**config.mk**
```make
export PLATFORM = sky130hd
export DESIGN_NAME = nor_erase_seq
export DESIGN_NICKNAME = d
export VERILOG_FILES = /design/src/rtl/nor_erase_pkg.sv /design/src/rtl/nor_unit_sel.sv /design/src/rtl/nor_spi_byte.sv /design/src/rtl/nor_erase_seq.sv
export SDC_FILE = /design/constraint.sdc
export NUM_CORES = 1
export LEC_CHECK = 0
export ABC_AREA = 1
export BUFFER_PORTS_ARGS = -buffer_cell sky130_fd_sc_hd__buf_2
export CAP_MARGIN = 20
export CORE_MARGIN = 3
export CORE_UTILIZATION = 55
export CTS_CLUSTER_SIZE = 20
export DETAILED_ROUTE_END_ITERATION = 8
export PLACE_DENSITY_LB_ADDON = 0.05
export SETUP_SLACK_MARGIN = 0.5
export SLEW_MARGIN = 20
export SYNTH_ARGS = -nofsm -noshare
export SYNTH_HDL_FRONTEND = slang
export SYNTH_SLANG_ARGS = --single-unit
```
**constraint.sdc**
```tcl
create_clock -name clk -period 4.6 [get_ports clk]
set_input_delay 0.92 -clock clk [delete_from_list [all_inputs] [get_ports clk]]
set_output_delay 0.92 -clock clk [all_outputs]
set_load 0.02 [all_outputs]
```
**src/rtl/nor_erase_pkg.sv**
```systemverilog
package nor_erase_pkg;

    typedef enum logic [1:0] {
        ST_IDLE = 2'd0,
        ST_GAP  = 2'd1,
        ST_CMD  = 2'd2,
        ST_FIN  = 2'd3
    } seq_st_e;

    typedef enum logic [1:0] {
        CK_STAT  = 2'd0,
        CK_WEN   = 2'd1,
        CK_ERASE = 2'd2
    } cmd_kind_e;

    localparam logic [7:0] OP_STATUS   = 8'h05;
    localparam logic [7:0] OP_WR_EN    = 8'h06;
    localparam logic [7:0] OP_ERASE_4K = 8'h20;
    localparam logic [7:0] OP_ERASE_LG = 8'hD8;

    localparam int SMALL_LOG2 = 12;

    // index of the final byte of each command
    function automatic logic [1:0] final_byte(input cmd_kind_e k);
        case (k)
            CK_STAT:  final_byte = 2'd1;
            CK_WEN:   final_byte = 2'd0;
            default:  final_byte = 2'd3;
        endcase
    endfunction

endpackage

```
**src/rtl/nor_unit_sel.sv**
```systemverilog
module nor_unit_sel
    import nor_erase_pkg::*;
#(
    parameter int LEN_W      = 25,
    parameter int LARGE_LOG2 = 16
) (
    input  logic             small_i,
    input  logic [23:0]      addr_i,
    input  logic [LEN_W-1:0] len_i,
    output logic [7:0]       op_o,
    output logic [LEN_W-1:0] unit_o,
    output logic             misaligned_o
);

    localparam logic [LEN_W-1:0] SMALL_UNIT = LEN_W'(1) << SMALL_LOG2;
    localparam logic [LEN_W-1:0] LARGE_UNIT = LEN_W'(1) << LARGE_LOG2;

    logic [LEN_W-1:0] mask;
    logic [LEN_W-1:0] addr_ext;

    always_comb begin
        op_o     = small_i ? OP_ERASE_4K : OP_ERASE_LG;
        unit_o   = small_i ? SMALL_UNIT  : LARGE_UNIT;
        mask     = unit_o - LEN_W'(1);
        addr_ext = LEN_W'(addr_i);
        misaligned_o = ((addr_ext & mask) != '0) || ((len_i & mask) != '0);
    end

endmodule

```
**src/rtl/nor_spi_byte.sv**
```systemverilog
module nor_spi_byte #(
    parameter int SCLK_HALF = 2
) (
    input  logic       clk,
    input  logic       rst_n,
    input  logic       go_i,
    input  logic [7:0] tx_i,
    input  logic       miso_i,
    output logic       sclk_o,
    output logic       mosi_o,
    output logic       done_o,
    output logic [7:0] rx_o
);

    localparam int CW = (SCLK_HALF > 1) ? $clog2(SCLK_HALF) : 1;
    localparam logic [CW-1:0] CNT_TOP = CW'(SCLK_HALF - 1);

    typedef struct packed {
        logic          act;
        logic          sclk;
        logic [2:0]    bitn;
        logic [CW-1:0] cnt;
        logic [7:0]    sh;
        logic [7:0]    rx;
        logic          done;
    } eng_t;

    eng_t eng_d, eng_q;

    always_comb begin
        eng_d      = eng_q;
        eng_d.done = 1'b0;
        if (!eng_q.act) begin
            if (go_i) begin
                eng_d.act  = 1'b1;
                eng_d.sclk = 1'b0;
                eng_d.bitn = '0;
                eng_d.cnt  = '0;
                eng_d.sh   = tx_i;
            end
        end else if (eng_q.cnt == CNT_TOP) begin
            eng_d.cnt  = '0;
            eng_d.sclk = !eng_q.sclk;
            if (!eng_q.sclk) begin
                // rising edge: capture the incoming bit
                eng_d.rx = {eng_q.rx[6:0], miso_i};
            end else if (eng_q.bitn == 3'd7) begin
                eng_d.act  = 1'b0;
                eng_d.done = 1'b1;
            end else begin
                // falling edge: present the next bit
                eng_d.bitn = eng_q.bitn + 3'd1;
                eng_d.sh   = {eng_q.sh[6:0], 1'b0};
            end
        end else begin
            eng_d.cnt = eng_q.cnt + CW'(1);
        end
    end

    always_ff @(posedge clk or negedge rst_n) begin
        if (!rst_n) eng_q <= '0;
        else        eng_q <= eng_d;
    end

    assign sclk_o = eng_q.sclk;
    assign mosi_o = eng_q.sh[7];
    assign done_o = eng_q.done;
    assign rx_o   = eng_q.rx;

endmodule

```
**src/rtl/nor_erase_seq.sv**
```systemverilog
module nor_erase_seq
    import nor_erase_pkg::*;
#(
    parameter int LEN_W      = 25,
    parameter int LARGE_LOG2 = 16,
    parameter int SCLK_HALF  = 2,
    parameter int TMO_W      = 16
) (
    input  logic             clk,
    input  logic             rst_n,
    input  logic             start_i,
    input  logic [23:0]      addr_i,
    input  logic [LEN_W-1:0] len_i,
    input  logic             small_i,
    input  logic [TMO_W-1:0] poll_limit_i,
    output logic             busy_o,
    output logic             done_o,
    output logic             err_o,
    output logic             sclk_o,
    output logic             mosi_o,
    input  logic             miso_i,
    output logic             cs_n_o
);

    typedef struct packed {
        seq_st_e          st;
        cmd_kind_e        kind;
        logic [1:0]       idx;
        logic [23:0]      addr;
        logic [LEN_W-1:0] remain;
        logic [LEN_W-1:0] unit;
        logic [7:0]       op;
        logic [TMO_W-1:0] polls;
        logic             cs_n;
        logic             go;
        logic             err;
    } seq_t;

    seq_t seq_d, seq_q;

    logic [7:0]       sel_op;
    logic [LEN_W-1:0] sel_unit;
    logic             sel_bad;
    logic [7:0]       tx_byte;
    logic [7:0]       rx_byte;
    logic             byte_done;
    logic [TMO_W:0]   poll_next;

    nor_unit_sel #(
        .LEN_W      (LEN_W),
        .LARGE_LOG2 (LARGE_LOG2)
    ) u_sel (
        .small_i      (small_i),
        .addr_i       (addr_i),
        .len_i        (len_i),
        .op_o         (sel_op),
        .unit_o       (sel_unit),
        .misaligned_o (sel_bad)
    );

    nor_spi_byte #(
        .SCLK_HALF (SCLK_HALF)
    ) u_spi (
        .clk    (clk),
        .rst_n  (rst_n),
        .go_i   (seq_q.go),
        .tx_i   (tx_byte),
        .miso_i (miso_i),
        .sclk_o (sclk_o),
        .mosi_o (mosi_o),
        .done_o (byte_done),
        .rx_o   (rx_byte)
    );

    // byte to shift for the current command position
    always_comb begin
        case (seq_q.kind)
            CK_STAT: tx_byte = (seq_q.idx == 2'd0) ? OP_STATUS : 8'h00;
            CK_WEN:  tx_byte = OP_WR_EN;
            default: begin
                case (seq_q.idx)
                    2'd0:    tx_byte = seq_q.op;
                    2'd1:    tx_byte = seq_q.addr[23:16];
                    2'd2:    tx_byte = seq_q.addr[15:8];
                    default: tx_byte = seq_q.addr[7:0];
                endcase
            end
        endcase
    end

    assign poll_next = {1'b0, seq_q.polls} + (TMO_W + 1)'(1);

    always_comb begin
        seq_d    = seq_q;
        seq_d.go = 1'b0;
        case (seq_q.st)
            ST_IDLE: begin
                if (start_i) begin
                    seq_d.op     = sel_op;
                    seq_d.unit   = sel_unit;
                    seq_d.addr   = addr_i;
                    seq_d.remain = len_i;
                    seq_d.polls  = '0;
                    seq_d.err    = 1'b0;
                    seq_d.kind   = CK_STAT;
                    if (sel_bad) begin
                        seq_d.err = 1'b1;
                        seq_d.st  = ST_FIN;
                    end else if (len_i == '0) begin
                        seq_d.st = ST_FIN;
                    end else begin
                        seq_d.st = ST_GAP;
                    end
                end
            end
            ST_GAP: begin
                seq_d.st   = ST_CMD;
                seq_d.cs_n = 1'b0;
                seq_d.idx  = '0;
                seq_d.go   = 1'b1;
            end
            ST_CMD: begin
                if (byte_done) begin
                    if (seq_q.idx != final_byte(seq_q.kind)) begin
                        seq_d.idx = seq_q.idx + 2'd1;
                        seq_d.go  = 1'b1;
                    end else begin
                        seq_d.cs_n = 1'b1;
                        seq_d.st   = ST_GAP;
                        case (seq_q.kind)
                            CK_STAT: begin
                                if (rx_byte[0]) begin
                                    if (poll_next >= {1'b0, poll_limit_i}) begin
                                        seq_d.err = 1'b1;
                                        seq_d.st  = ST_FIN;
                                    end else begin
                                        seq_d.polls = poll_next[TMO_W-1:0];
                                    end
                                end else begin
                                    seq_d.polls = '0;
                                    if (seq_q.remain == '0) seq_d.st = ST_FIN;
                                    else                    seq_d.kind = CK_WEN;
                                end
                            end
                            CK_WEN: seq_d.kind = CK_ERASE;
                            default: begin
                                seq_d.addr   = seq_q.addr + seq_q.unit[23:0];
                                seq_d.remain = seq_q.remain - seq_q.unit;
                                seq_d.kind   = CK_STAT;
                            end
                        endcase
                    end
                end
            end
            default: seq_d.st = ST_IDLE;
        endcase
    end

    always_ff @(posedge clk or negedge rst_n) begin
        if (!rst_n) begin
            seq_q      <= '0;
            seq_q.cs_n <= 1'b1;
        end else begin
            seq_q <= seq_d;
        end
    end

    assign busy_o = (seq_q.st != ST_IDLE);
    assign done_o = (seq_q.st == ST_FIN);
    assign err_o  = (seq_q.st == ST_FIN) && seq_q.err;
    assign cs_n_o = seq_q.cs_n;

endmodule

```
==> results of run 1 <==
==> per-layer routing <==
layer	vias to the layer above	routed length (µm)
li1	2900	-
met1	2775	7163
met2	195	7816
met3	29	911
met4	0	394
met5	-	0
==> worst max-delay path by stage <==
stage	end	cells past startpoint	from	slack, ns
6_report	seq_q[6]$_DFFE_PN0P_	20	seq_q[3]$_DFFE_PN0P_	1.28
3_3_place_gp	seq_q[5]$_DFFE_PN0P_	20	seq_q[3]$_DFFE_PN0P_	1.57
2_1_floorplan	seq_q[3]$_DFFE_PN0P_	21	seq_q[3]$_DFFE_PN0P_	1.83
5_1_grt	seq_q[7]$_DFFE_PN0P_	20	seq_q[3]$_DFFE_PN0P_	0.96
4_1_cts	seq_q[7]$_DFFE_PN0P_	20	seq_q[3]$_DFFE_PN0P_	1.31
3_5_place_dp	seq_q[7]$_DFFE_PN0P_	20	seq_q[3]$_DFFE_PN0P_	1.33
==> flip-flops by register name, indices dropped and copies added, names as in the netlist <==
signal	cells
u_spi.eng_q	12
u_spi.mosi_o	1
u_spi.done_o	1
u_spi.rx_o	1
u_spi.sclk_o	1
seq_q	75
cs_n_o	1
==> per-stage QoR <==
stage,setup slack [ns],utilization [%]
global route,0.9633,64.23
finish,1.281,64.23
detailed placement,1.331,62.20
floorplan,1.830,-
global placement,1.566,62.20
CTS,1.308,63.92
==> Yosys cell counts, drive strengths merged, types with 2 or more instances <==
cell type / count
xnor2: 3
a21oi: 23
clkbuf: 11
ha: 35
a22oi: 5
dfrtp: 91
o211ai: 5
o21bai: 2
o21ai: 84
a22o: 2
nor3: 8
nand4: 19
and2: 3
nand3: 72
inv: 122
o221ai: 6
nand2: 208
xor2: 12
buf: 12
o22ai: 4
a221oi: 2
nor2: 105
nand3b: 3
==> power by group <==
part | leakage (nW) | total [mW] | switching (mW) | internal [mW]
Clock | 0.0974 | 0.523 | 0.307 | 0.216
Sequential | 1.11 | 0.810 | 0.00131 | 0.808
Combinational | 2.48 | 0.0770 | 0.0468 | 0.0302
Total | 3.69 | 1.41 | 0.355 | 1.05
==> critical path, stage by stage, from the launching register on <==
cell     delay, ns
dfrtp_1       0.52
ha_1          0.25
nand3_1       0.18
nor2_2        0.26
nand2_1       0.12
nor2_1        0.13
xor2_1        0.21
inv_1         0.06
ha_1          0.29
nand2_1       0.09
inv_1         0.06
nand2_1       0.06
nor2_1        0.04
nand2_1       0.07
nand3_2       0.07
nor2_2        0.15
nand3_2       0.10
nand3_4       0.19
nand2_4       0.17
nand2_1       0.11
nand2_1       0.06
==> cell type report <==
type | count | area (µm²)
multi-input combinational | 612 | 3256
clock inverter | 6 | 45.04
fill | 1007 | 3792
clock buffer | 10 | 137.6
sequential | 92 | 2303
tap | 136 | 170.2
inverter | 123 | 461.7
timing repair buffer | 80 | 435.4
==> layout by cell type, fill, tap and decap left out, types with 5 or more instances in the layout <==
cell | netlist | final
nor2_1 | 99 | 98
nand4_1 | 18 | 18
o21ai_0 | 80 | 80
clkbuf_8 | 0 | 10
inv_1 | 120 | 120
nand3_1 | 68 | 68
a21oi_1 | 23 | 23
nand2_1 | 203 | 203
o221ai_1 | 6 | 6
nor3_1 | 8 | 8
buf_4 | 3 | 5
ha_1 | 35 | 35
buf_2 | 5 | 74
a22oi_1 | 5 | 5
xor2_1 | 12 | 12
dfrtp_1 | 91 | 91
o211ai_1 | 5 | 5
==> logic make-up (layout without fill, tap and decap cells) <==
kind of cell / Yosys count / in the layout
AOI/OAI and AO/OA: 141 / 141
xor gates and xnor gates: 15 / 15
adders and majority gates: 35 / 35
buffers and inverters: 146 / 219
DFF: 92 / 92
and+or+nand+nor: 421 / 421
==> results.md, run 1 <==
Yosys:
- The top-area cell type share of the netlist area is a little under two fifths.
- The synthesized-area fraction occupied by adder cells is approximately 7.1%.
- The predominant post-synthesis flop cell is dfrtp_1.
- The dominant combinational cell family by area after synthesis is simple AND/OR/NAND/NOR gates.
- The number of different library cells used by synthesis comes to 52.
- The simple logic cell fraction of the synthesized area is between 30% and 40%.
- Counting flops with a built-in enable in the synthesized netlist gives 0.
- The post-synthesis average cell area is between 7 and 8 µm².
- The register bit total from synthesis is a little over 90.
- Summing the areas of all xor and xnor instances in the mapped netlist gives around 2.1% of the synthesized area.
- Of the synthesized area, sequential elements account for about 38%.
- The share of synthesized registers carrying an async set or reset is 100.0%.
- The mux contribution to synthesized area is 0%.
- By area the synthesized netlist is led by dfrtp_1, nand2_1, inv_1.
- When the netlist entered floorplanning its net count stood at around 960.
- The cell area that synthesis handed to floorplanning was 0.006135 mm².
- The synthesized netlist devotes between 10% and 20% of its cell area to compound gates.
- Summed over all instances, the cell type with the most area after synthesis is dfrtp_1.
- Counting every instance in the synthesized netlist gives between 800 and 900.
- The warning count from the yosys run is 0.

Place:
- The instance area at placement is between 0.006 and 0.007 mm².
- After detailed placement, the design holds a cell count of ~1000.
- During placement, the flow inserted port buffers numbering between 70 and 80.
- The routability congestion estimate is between 0.9 and 1.
- The detailed placement HPWL is about 12000 µm.

Floorplanning:
- During I/O placement, the number of pins put on the boundary was between 70 and 80.
- The die covers 0.01246 mm².
- The die extent in y is 111.6 µm.
- The number of rows created at floorplan is 37.
- After floorplanning, the core was sized to cover about 0.011 mm².
- The die is 111.6 µm wide.
- The initial core utilization is between 50% and 60%.

Min path:
- The worst hold path was traced through 2 stages.
- In this run the worst hold path is classified as flip-flop to flip-flop.
- The sink of the worst hold path is seq_q[0]$_DFFE_PN0P_.
- The worst hold path begins at seq_q[0]$_DFFE_PN0P_.

Timing:
- Setup violations remaining at the end of the flow were counted as 0.
- The final count of hold timing violations is 0.
- The max-slew violation count is 0.
- Setup repair after global routing left no endpoint under its margin.
- The part of the cycle the worst path needs is a little over 70%.
- The upper clock frequency limit is about 0.3 GHz.
- The final period demand of the worst path is roughly 3.3 ns.
- Summed over all failing endpoints, the final setup total negative slack is 0 ns.
- The clock arrives with ~0.011 ns of skew.
- At the pin with the least slew margin, the transition time is roughly 0.86 ns.
- The relative max-transition margin is a little over two fifths.
- The tightest hold path in the finished design has a slack of just under 0.5 ns.

Final layout:
- The number of cells in the finished layout apart from fillers is around 1100.
- The total non-filler cell area in the finished layout is between 0.006 and 0.007 mm².
- The number of antenna diodes in the final layout is 0.
- Compared with the post-synthesis result, the final layout area differs by 10.99%.
- The total number of nets in the final design is 1023.
- The post-route netlist has roughly an eighth of its cells at a drive strength greater than 1.

Clock network:
- TritonCTS built the clock tree.
- After clock tree synthesis, the setup repair step added 0 buffers.
- The number of hold buffers added after CTS was 0.
- The library cell used as clock root buffer is clkbuf_8.
- In this run the number of H-tree levels came out at 3.
- The buffer levels on the longest clock path is 2.
- Gates resized during post-CTS repair numbered 0.
- The clock insertion delay at the later pin of the skew report is approximately 0.38 ns.
- Buffers inserted during clock tree synthesis total 9.
- The clock transition at the registers of the reported paths is 0.09 ns.
- The number of clock sinks seen by CTS is between 90 and 100.

Worst setup path:
- The startpoint of the worst-slack reg-to-reg timing path is seq_q[3]$_DFFE_PN0P_.
- In this run the critical register-to-register path is captured at seq_q[6]$_DFFE_PN0P_.
- At the worst endpoint, the required time is 4.86 ns.
- In this run the register-to-register setup slack is around 1.3 ns.
- The worst setup path category is flip-flop to flip-flop.
- The worst setup path is captured at a flip-flop.
- Along the worst path, the maximum fanout reaches 17.
- The worst setup path is launched from a flip-flop.
- The data arrival time at the worst-slack endpoint is about 3.6 ns.
- The count of cells along the worst register-to-register path is 20.

GRT:
- Global routing consumed, on the met3 layer, between 6 and 7% of the routing resources.
- The met2 track demand over resource is between 40% and 50%.
- The via count of the first global-routing pass is roughly 5700.
- The initial antenna violation count is 0.
- After global routing the overflow that remains totals 0.
- Global routing used 34.86% of the available met1 tracks.
- The wire length of the first global-routing pass is 27390 µm.
- Entering global routing, the biggest net connects 66 pins.
- The highest-utilization routing layer at the global route stage is met2.
- Global routing consumed, over all layers together, about 27% of the routing resources.

Route:
- In the final routed layout, each cell accounts on average for 15.38 µm.
- The first TritonRoute pass finished after 5 iterations.
- The final route contains approximately 5900 vias.
- The number of DRC violations after detailed-routing iteration 0 is 435.
- The remaining antenna violation count is 0.
- Using the TritonRoute via totals, the vias-per-cell ratio works out to about 5.6.
- The DRC violation count after routing is 0.
- The post-detailed-routing wire length is approximately 16000 µm.

Power:
- For this design the static power due to leakage is around 3.7 nW.
- Overall power consumption after layout is estimated at around 1.4 mW.
- The maximum vdd ir drop is about 0.2 mV.
- The power per cell area is slightly above 200 mW/mm².

Outcome:
- The flow ran to the end, and the final reports show no timing, DRC or antenna violations.

Job:
- The max-cap check violation count is 0.
(Power assumes the default switching activity.)
==> inputs of run 2 (changes only) <==
- clock period: 4.6 -> 3.15 ns (I/O delays scaled with it)
==> run 2 against run 1 <==
- global-route usage fell by 0.40 points
- fmax is 15% higher
- clock skew up 0.0060 ns
- setup slack lost 1.0 ns
- sequential share of layout area fell by 3.0 points
- first-iteration DRC count increased by 23%
- design area grew 10%
- flip-flop and latch count is the same
- critical endpoint is now seq_q[16]$_DFFE_PN0P_
- largest power group unchanged
==> results.md, run 2 (synthesis gave the netlist of run 1 again) <==
Final layout:
- The number of flip-flops under the largest register name is between 70 and 80.
- The largest registers in the layout are seq_q x75, u_spi.eng_q x12.
- seq_q holds more flip-flops than any other register.
- The total number of nets in the final design is ~1100.
- For this run, the number of standard cells in the final layout without fillers is approximately 1100.
- The share of layout cells above drive strength 1 is ~22%.
- Leaving out fill and tap cells, the most frequent cell in the layout is nand2_1.
- The number of antenna diodes in the final layout is 0.
- The library cells used most frequently in the layout, excluding fill and tap cells, are nand2_1, inv_1, nor2_1.
- The layout overhead on the synthesized area is 22.29%.

Worst setup path:
- The count of cells along the worst register-to-register path is 21.
- The data arrival time at the worst-slack endpoint is ~3.2 ns.
- The worst register-to-register path ends at seq_q[16]$_DFFE_PN0P_.
- Walking the worst path, the cells encountered are nand2_1 > inv_1 > nand2_1 > inv_1 > nand2_4 > nor2_4 > xor2_2 > inv_1 > ha_4 > nand2_4 > inv_2 > nand2_1 > nor2_1 > nand2_1 > nand3_2 > nor2_4 > nand3_4 > nand3_4 > buf_6 > nand3_1 > nand2_1.
- The cell that appears most often on the critical path is nand2_1.
- The kind of start point of the critical path is a flip-flop.
- Across all register-to-register paths, the minimum setup slack is about 0.26 ns.
- The worst register-to-register path begins at seq_q[11]$_DFFE_PN0P_.
- By startpoint and endpoint, the worst setup path is classified as flip-flop to flip-flop.
- Data on the critical path is required at its endpoint by 3.42 ns.
- The peak fanout along the critical path is 6.
- The cell with the largest stage delay on the worst path is dfrtp_2.
- The critical path's top delay family is simple AND/OR/NAND/NOR gates.
- The worst setup path is captured at a flip-flop.
- The critical path contains buffers and inverters numbering 5 combined.
- The delay contributed by the slowest stage of the critical path is ~0.51 ns.

Power:
- IR analysis of the VDD net gives a maximum drop of approximately 0.24 mV.
- The analysis attributes to net switching a power of about 550 µW.
- The static power due to leakage is slightly below 4 nW.
- In this run switching power makes up 25.01% of total power.
- The share of total power dissipated in combinational logic is under 10%.
- The register share of total power is roughly 54%.
- The internal portion of the total power is 1.635 mW.
- The clock network burns approximately two fifths of the power.
- For this design the ratio of total power to cell area is 290.6 mW/mm².

GRT:
- The wire length of the first global-routing pass is about 27000 µm.
- The met2 track demand over resource is 43.99%.
- The total global-route track usage is 26.46%.
- The via count of the first global-routing pass is 5678.
- In the global route stage, met1 resource usage came out at between 30% and 40%.
- The highest-utilization routing layer at the global route stage is met2.
- Entering global routing, the biggest net connects 52 pins.
- In the global route stage, met3 resource usage came out at under 10%.
- The initial antenna violation count was 0.
- Global routing finished with a remaining overflow of 0.

Timing:
- Measured against its own limit, the worst slew margin works out to 46.30%.
- Dividing the final minimum period by the clock period gives 91.89%.
- The final count of hold timing violations is 0.
- The slew at the pin closest to its max-slew limit is 0.8036 ns.
- Between clock sinks in the finished design, the worst skew comes to roughly 0.017 ns.
- Setup violations remaining at the end of the flow were counted as 0.
- Based on the critical path, the design can be clocked at up to between 0.3 and 0.4 GHz.
- Once routing completed, OpenROAD measured the worst setup slack at 0.2554 ns.
- For the finished layout, the period the worst path requires is between 2 and 3 ns.
- The max-slew violation count is 0.
- The worst hold slack is around 0.28 ns.
- Setup repair after global routing could not meet its margin everywhere.
- Setup total negative slack on the finished layout was measured at 0 ns.

Clock network:
- CTS saw 92 sinks.
- The longest clock path from root to sink contains 2 buffers.
- The clock tree synthesis step divided the H-tree into 3 levels.
- For the worst-skew pair, the clock arrives at the later sink with an insertion delay of between 0.3 and 0.4 ns.
- Clock-pin slew was measured on the worst setup and hold paths at 0.10 ns.
- In this run, CTS created clock tree buffers numbering 9.
- The root buffer cell chosen for the clock tree is clkbuf_8.
- The number of hold buffers added after cts is 0.
- TritonCTS built the clock tree.

Route:
- For this run, the detailed router's first-pass iteration total came to 8.
- For this block, the routed nets add up to ~17000 µm of wire.
- After detailed routing, the average wire length per cell comes to about 16 µm.
- The DRC violation count after routing is 0.
- The remaining antenna violation count is 0.
- The via count is 6194.
- The via density per instance is between 5 and 6.
- For this block, the initial DRC count from the detailed router was 535.

Job:
- The max-cap check violation count is 0.

Min path:
- The worst hold path class is primary input to async pin.

Place:
- Port buffering added 75 buffers.
- The routability congestion estimate is roughly 0.95.
- Prior to clock tree synthesis, the placed netlist has a worst setup slack of around 0.16 ns.
- Including well taps, the total number of placed cells is roughly 1000.
- The detailed placement HPWL is ~12000 µm.

Floorplanning:
- The number of rows created at floorplan is 37.
- The die is 111.6 µm tall.
- 76 I/O pins were placed.
- The floorplan step defined a die boundary enclosing approximately 0.012 mm².
- The area inside the core boundary is between 0.01 and 0.015 mm².
- The floorplan step set the die width to about 110 µm.
- The initial core utilization is 57.87%.

Outcome:
- The flow ran to the end, and the final reports show no timing, DRC or antenna violations.
run 2: power groups by stage:
| stage | Sequential, mW | Combinational [mW] | Clock [mW] |
|---|---|---|---|
| detailed placement | 1.21 | 0.115 | 0 |
| global route | 1.18 | 0.147 | 0.941 |
| global placement | 1.21 | 0.111 | 0 |
| CTS | 1.18 | 0.120 | 0.886 |
| floorplan | 1.21 | 0.0278 | 0 |
| finish | 1.18 | 0.131 | 0.867 |
run 2: timing repair:
item	in CTS	in global routing
resized for setup	34	43
buffers inserted	25	11
setup endpoints to repair	24	35
cloned	0	2
pin swaps	21	38
run 2: worst max-delay path by stage:
| stage | startpoint | end | slack (ns) | cells after the start |
|---|---|---|---|---|
| 6_report | seq_q[11]$_DFFE_PN0P_ | seq_q[16]$_DFFE_PN0P_ | 0.26 | 21 |
| 5_1_grt | seq_q[7]$_DFFE_PN0P_ | seq_q[16]$_DFFE_PN0P_ | 0.07 | 22 |
| 4_1_cts | seq_q[4]$_DFFE_PN0P_ | seq_q[12]$_DFFE_PN0P_ | 0.49 | 16 |
| 3_5_place_dp | seq_q[3]$_DFFE_PN0P_ | seq_q[5]$_DFFE_PN0P_ | 0.16 | 20 |
| 3_3_place_gp | seq_q[3]$_DFFE_PN0P_ | seq_q[14]$_DFFE_PN0P_ | 0.31 | 16 |
| 2_1_floorplan | seq_q[3]$_DFFE_PN0P_ | seq_q[3]$_DFFE_PN0P_ | 0.52 | 21 |
run 2: metrics by stage:
stage / util (%) / total power [mW] / area, µm²
final: 70.77 / 2.180 / 7502
after global routing: 70.77 / 2.271 / 7502
after CTS: 67.74 / 2.189 / 7182
after detailed placement: 62.52 / 1.320 / 6628
after global placement: 62.52 / 1.317 / 6628
after floorplan: - / 1.233 / 6146
run 2: area by class of cell:
class                   count  area (µm²)
clock buffers              11       141.4
clock inverters             5       67.56
fillers                   855        3099
inverters                 123       464.2
multi-input cells         614        3596
flip-flops and latches     92        2311
well taps                 136       170.2
repair buffers            118       752.0
run 2: worst reg2reg max path: cells and delay by family, from the launching register on:
kind / cells / cell delay (ns)
XOR/XNOR: 1 / 0.19
AND/OR/NAND/NOR: 14 / 1.18
adder cells (fa/ha/maj): 1 / 0.31
buffers and inverters: 5 / 0.59
flip-flops: 1 / 0.51
run 2: metal layers:
| layer | up-vias | wire length [µm] |
|---|---|---|
| li1 | 2989 | - |
| met1 | 2888 | 7340 |
| met2 | 265 | 8329 |
| met3 | 52 | 1145 |
| met4 | 0 | 513 |
| met5 | - | 0 |
==> inputs of run 3 (changes only) <==
- BUFFER_PORTS_ARGS: -buffer_cell sky130_fd_sc_hd__buf_2 -> -buffer_cell sky130_fd_sc_hd__buf_4
==> run 3 against run 2 <==
- combinational power increased by 17%
- largest power group unchanged
- worst hold slack got worse by 0.10 ns
- global-route usage increased by 0.97 points
- critical path depth increased by 1
- design area increased by 1.5%
- highest routed layer unchanged
==> results.md, run 3 (synthesis gave the netlist of run 1 again) <==
Place:
- The detailed placement HPWL is around 12000 µm.
- The pre-CTS setup slack is between 0.15 and 0.2 ns.
- In this run the tool buffered the top-level ports with 75 buffer cells.
- The routability congestion estimate is between 0.9 and 1.
- After detailed placement, the total cell area comes to 0.006810 mm².
- Counting tap cells, the placed design contains a total of approximately 1000 instances.

Timing:
- For this run, the top clock speed supported by timing is approximately 0.35 GHz.
- The worst hold slack is around 0.18 ns.
- The final count of hold timing violations came to 0.
- Setup repair after global routing could not meet its margin everywhere.
- The post-route setup TNS is 0 ns.
- At the pin with the least slew margin, the transition time is 0.8313 ns.
- Headroom to the max-slew limit came out at about 44%.
- The max-slew violation count is 0.
- Between clock sinks in the finished design, the worst skew comes to a little under 0.02 ns.
- The worst path in the final design needs a cycle of about 2.9 ns, including I/O delays and setup.
- Across all setup checks in the final design, the least slack found is 0.2851 ns.
- Of the available clock period, the critical path in the final layout requires 90.95%.
- The total setup violations reported at the end of the flow is 0.

Floorplanning:
- The die covers 0.01246 mm².
- The area inside the core boundary is around 0.011 mm².
- The initial utilization of the core area, before any placement, comes to between 50% and 60%.
- The die extent in y is ~110 µm.
- The die is between 100 and 150 µm wide.
- Row generation in the floorplan step produced 37 rows.
- The number of primary I/O pins is 76.

Final layout:
- The most common library cell in the layout ignoring fill and taps is nand2_1.
- The register with the most flip-flops in the layout has between 70 and 80 of them.
- Cells fill between 70 and 80% of the core in the end.
- The repair_antennas step left the layout with diodes totalling 0.
- Counting flops per register, the top entry is seq_q.
- The layout has between 800 and 900 filler cells.
- The total non-filler cell area in the finished layout is 0.007611 mm².
- The post-route netlist has 22.63% of its cells at a drive strength greater than 1.
- The total number of nets in the final design is between 1000 and 1500.
- The layout overhead on the synthesized area is 24.07%.
- The library cells used most frequently in the layout, excluding fill and tap cells, are nand2_1, inv_1, buf_4.
- The number of cells in the finished layout apart from fillers is approximately 1100.
- The largest registers in the layout are seq_q x75, u_spi.eng_q x12.

Worst setup path:
- Following the worst setup path forward leads to its endpoint at seq_q[15]$_DFFE_PN0P_.
- The required time at the endpoint of the critical path is roughly 3.4 ns.
- The startpoint identified for the worst register-to-register timing path is seq_q[4]$_DFFE_PN0P_.
- The cell with the largest stage delay on the worst path is dfrtp_1.
- The worst setup path category is flip-flop to flip-flop.
- STA classifies the critical path startpoint as a flip-flop.
- The endpoint of the lowest-slack register-to-register path is seq_q[15]$_DFFE_PN0P_.
- The count of cells along the worst register-to-register path is 22.
- The kind of end point of the critical path is a flip-flop.
- The critical path goes through buf_6 > nand2_4 > nor2_4 > nand3_2 > nor2_1 > inv_1 > o21bai_1 > nand2_1 > inv_2 > ha_4 > nand2_2 > inv_2 > nand2_2 > nor2_1 > nand2_1 > nand3_2 > nor2_4 > nand3_4 > nand3_4 > nand2_8 > nand2_2 > nand2_1.
- The data arrival time at the worst-slack endpoint is approximately 3.1 ns.
- The delay contributed by the slowest stage of the critical path is between 0.4 and 0.5 ns.
- The peak fanout along the critical path is 8.
- The origin of the worst setup path is seq_q[4]$_DFFE_PN0P_.
- The setup check on the worst reg-to-reg path leaves a slack of between 0.2 and 0.3 ns.

Power:
- Total power for the finished layout comes to ~2.1 mW.
- In this run the power density over the cells is between 200 and 300 mW/mm².
- The net switching power is 568.6 µW.
- The maximum vdd ir drop is roughly 0.26 mV.
- Per report_power, the sequential group accounts for a little under three fifths of the total.
- Of the total power, the clock network draws 37.2%.
- The switching share of power is 26.73%.
- The static power due to leakage is 3.970 nW.
- Per report_power, the combinational group accounts for under 10% of the total.
- Internal power comes to between 1.5 and 2 mW.

Clock network:
- The library cell used as clock root buffer is clkbuf_8.
- The number of clock sinks seen by CTS is between 90 and 100.
- The clock tree from TritonCTS is done.
- The buffer levels on the longest clock path is 2.
- At the later pin of the worst-skew pair, clock insertion delay measures around 0.38 ns.
- Clock-pin slew was measured on the worst setup and hold paths at around 0.11 ns.
- TritonCTS created 9 clock buffers.
- In this run the number of H-tree levels came out at 3.
- In this run, post-CTS hold repair placed 0 buffers.

Job:
- Across the run, the number of max-cap violations was 0.

Route:
- The DRC violation count after routing is 0.
- The remaining antenna violation count is 0.
- The via density per instance is ~5.7.
- The post-detailed-routing wire length is between 15000 and 20000 µm.
- The first-pass iteration count of the detailed router is 5.
- The routed layout has approximately 6200 vias.
- For this block, the initial DRC count from the detailed router was just under 500.
- The post-detailed-route wirelength per cell is 16.05 µm.

GRT:
- Entering global routing, the biggest net connects a little over 60 pins.
- The first global-routing pass estimated between 20000 and 30000 µm of wire.
- The initial antenna violation count came to 0.
- For this run, the total global-route usage over all layers was measured as 27.44%.
- The total congestion overflow after global routing is 0.
- The via count of the first global-routing pass is approximately 6000.

Outcome:
- The run finished with clean final reports.

Min path:
- The worst hold path class is primary input to async pin.
-- run 3: critical path, delay by kind of cell (launching register included) --
family          cells  cell delay, ns
buf+inv             4            0.37
compound gates      1            0.16
fa+ha+maj           1            0.19
flops               1            0.43
simple gates       16            1.62
-- run 3: power by group through the flow --
stage / clock network (mW) / logic (mW) / registers, mW
3_3_place_gp: 0 / 0.136 / 1.21
3_5_place_dp: 0 / 0.140 / 1.21
2_1_floorplan: 0 / 0.0278 / 1.21
5_1_grt: 0.853 / 0.170 / 1.18
4_1_cts: 0.793 / 0.145 / 1.18
6_report: 0.791 / 0.153 / 1.18
-- run 3: worst min-delay path by stage --
stage,to,slack [ns]
2_1_floorplan,seq_q[0]$_DFFE_PN0P_,0.33
3_3_place_gp,seq_q[0]$_DFFE_PN0P_,0.47
3_5_place_dp,seq_q[0]$_DFFE_PN0P_,0.46
4_1_cts,seq_q[5]$_DFFE_PN0P_,0.19
5_1_grt,u_spi.eng_q[10]$_DFFE_PN0P_,0.20
6_report,seq_q[5]$_DFFE_PN0P_,0.18
-- run 3: layer usage --
metal,part of all wire (%),GRT usage [%],vias up,wire length (µm)
li1,-,-,2978,-
met1,42,35.87,2913,7418
met2,48,46.56,252,8515
met3,6.2,3.641,48,1091
met4,3.1,10.38,0,548
met5,0,0,-,0
-- run 3: repair_timing --
item	4_1_cts	5_1_grt
gates cloned	3	0
pin swaps	24	27
buffers inserted	21	12
endpoints found under the setup margin	36	36
resized for setup	33	52
-- run 3: area by class of cell --
cell class | count | area [µm²] | share of cell area [%]
Clock buffer | 9 | 123.9 | 1.627
Clock inverter | 7 | 56.30 | 0.7398
Inverter | 123 | 464.2 | 6.099
Multi-Input combinational cell | 615 | 3606 | 47.38
Sequential cell | 92 | 2315 | 30.41
Tap cell | 136 | 170.2 | 2.236
Timing Repair Buffer | 113 | 875.8 | 11.51
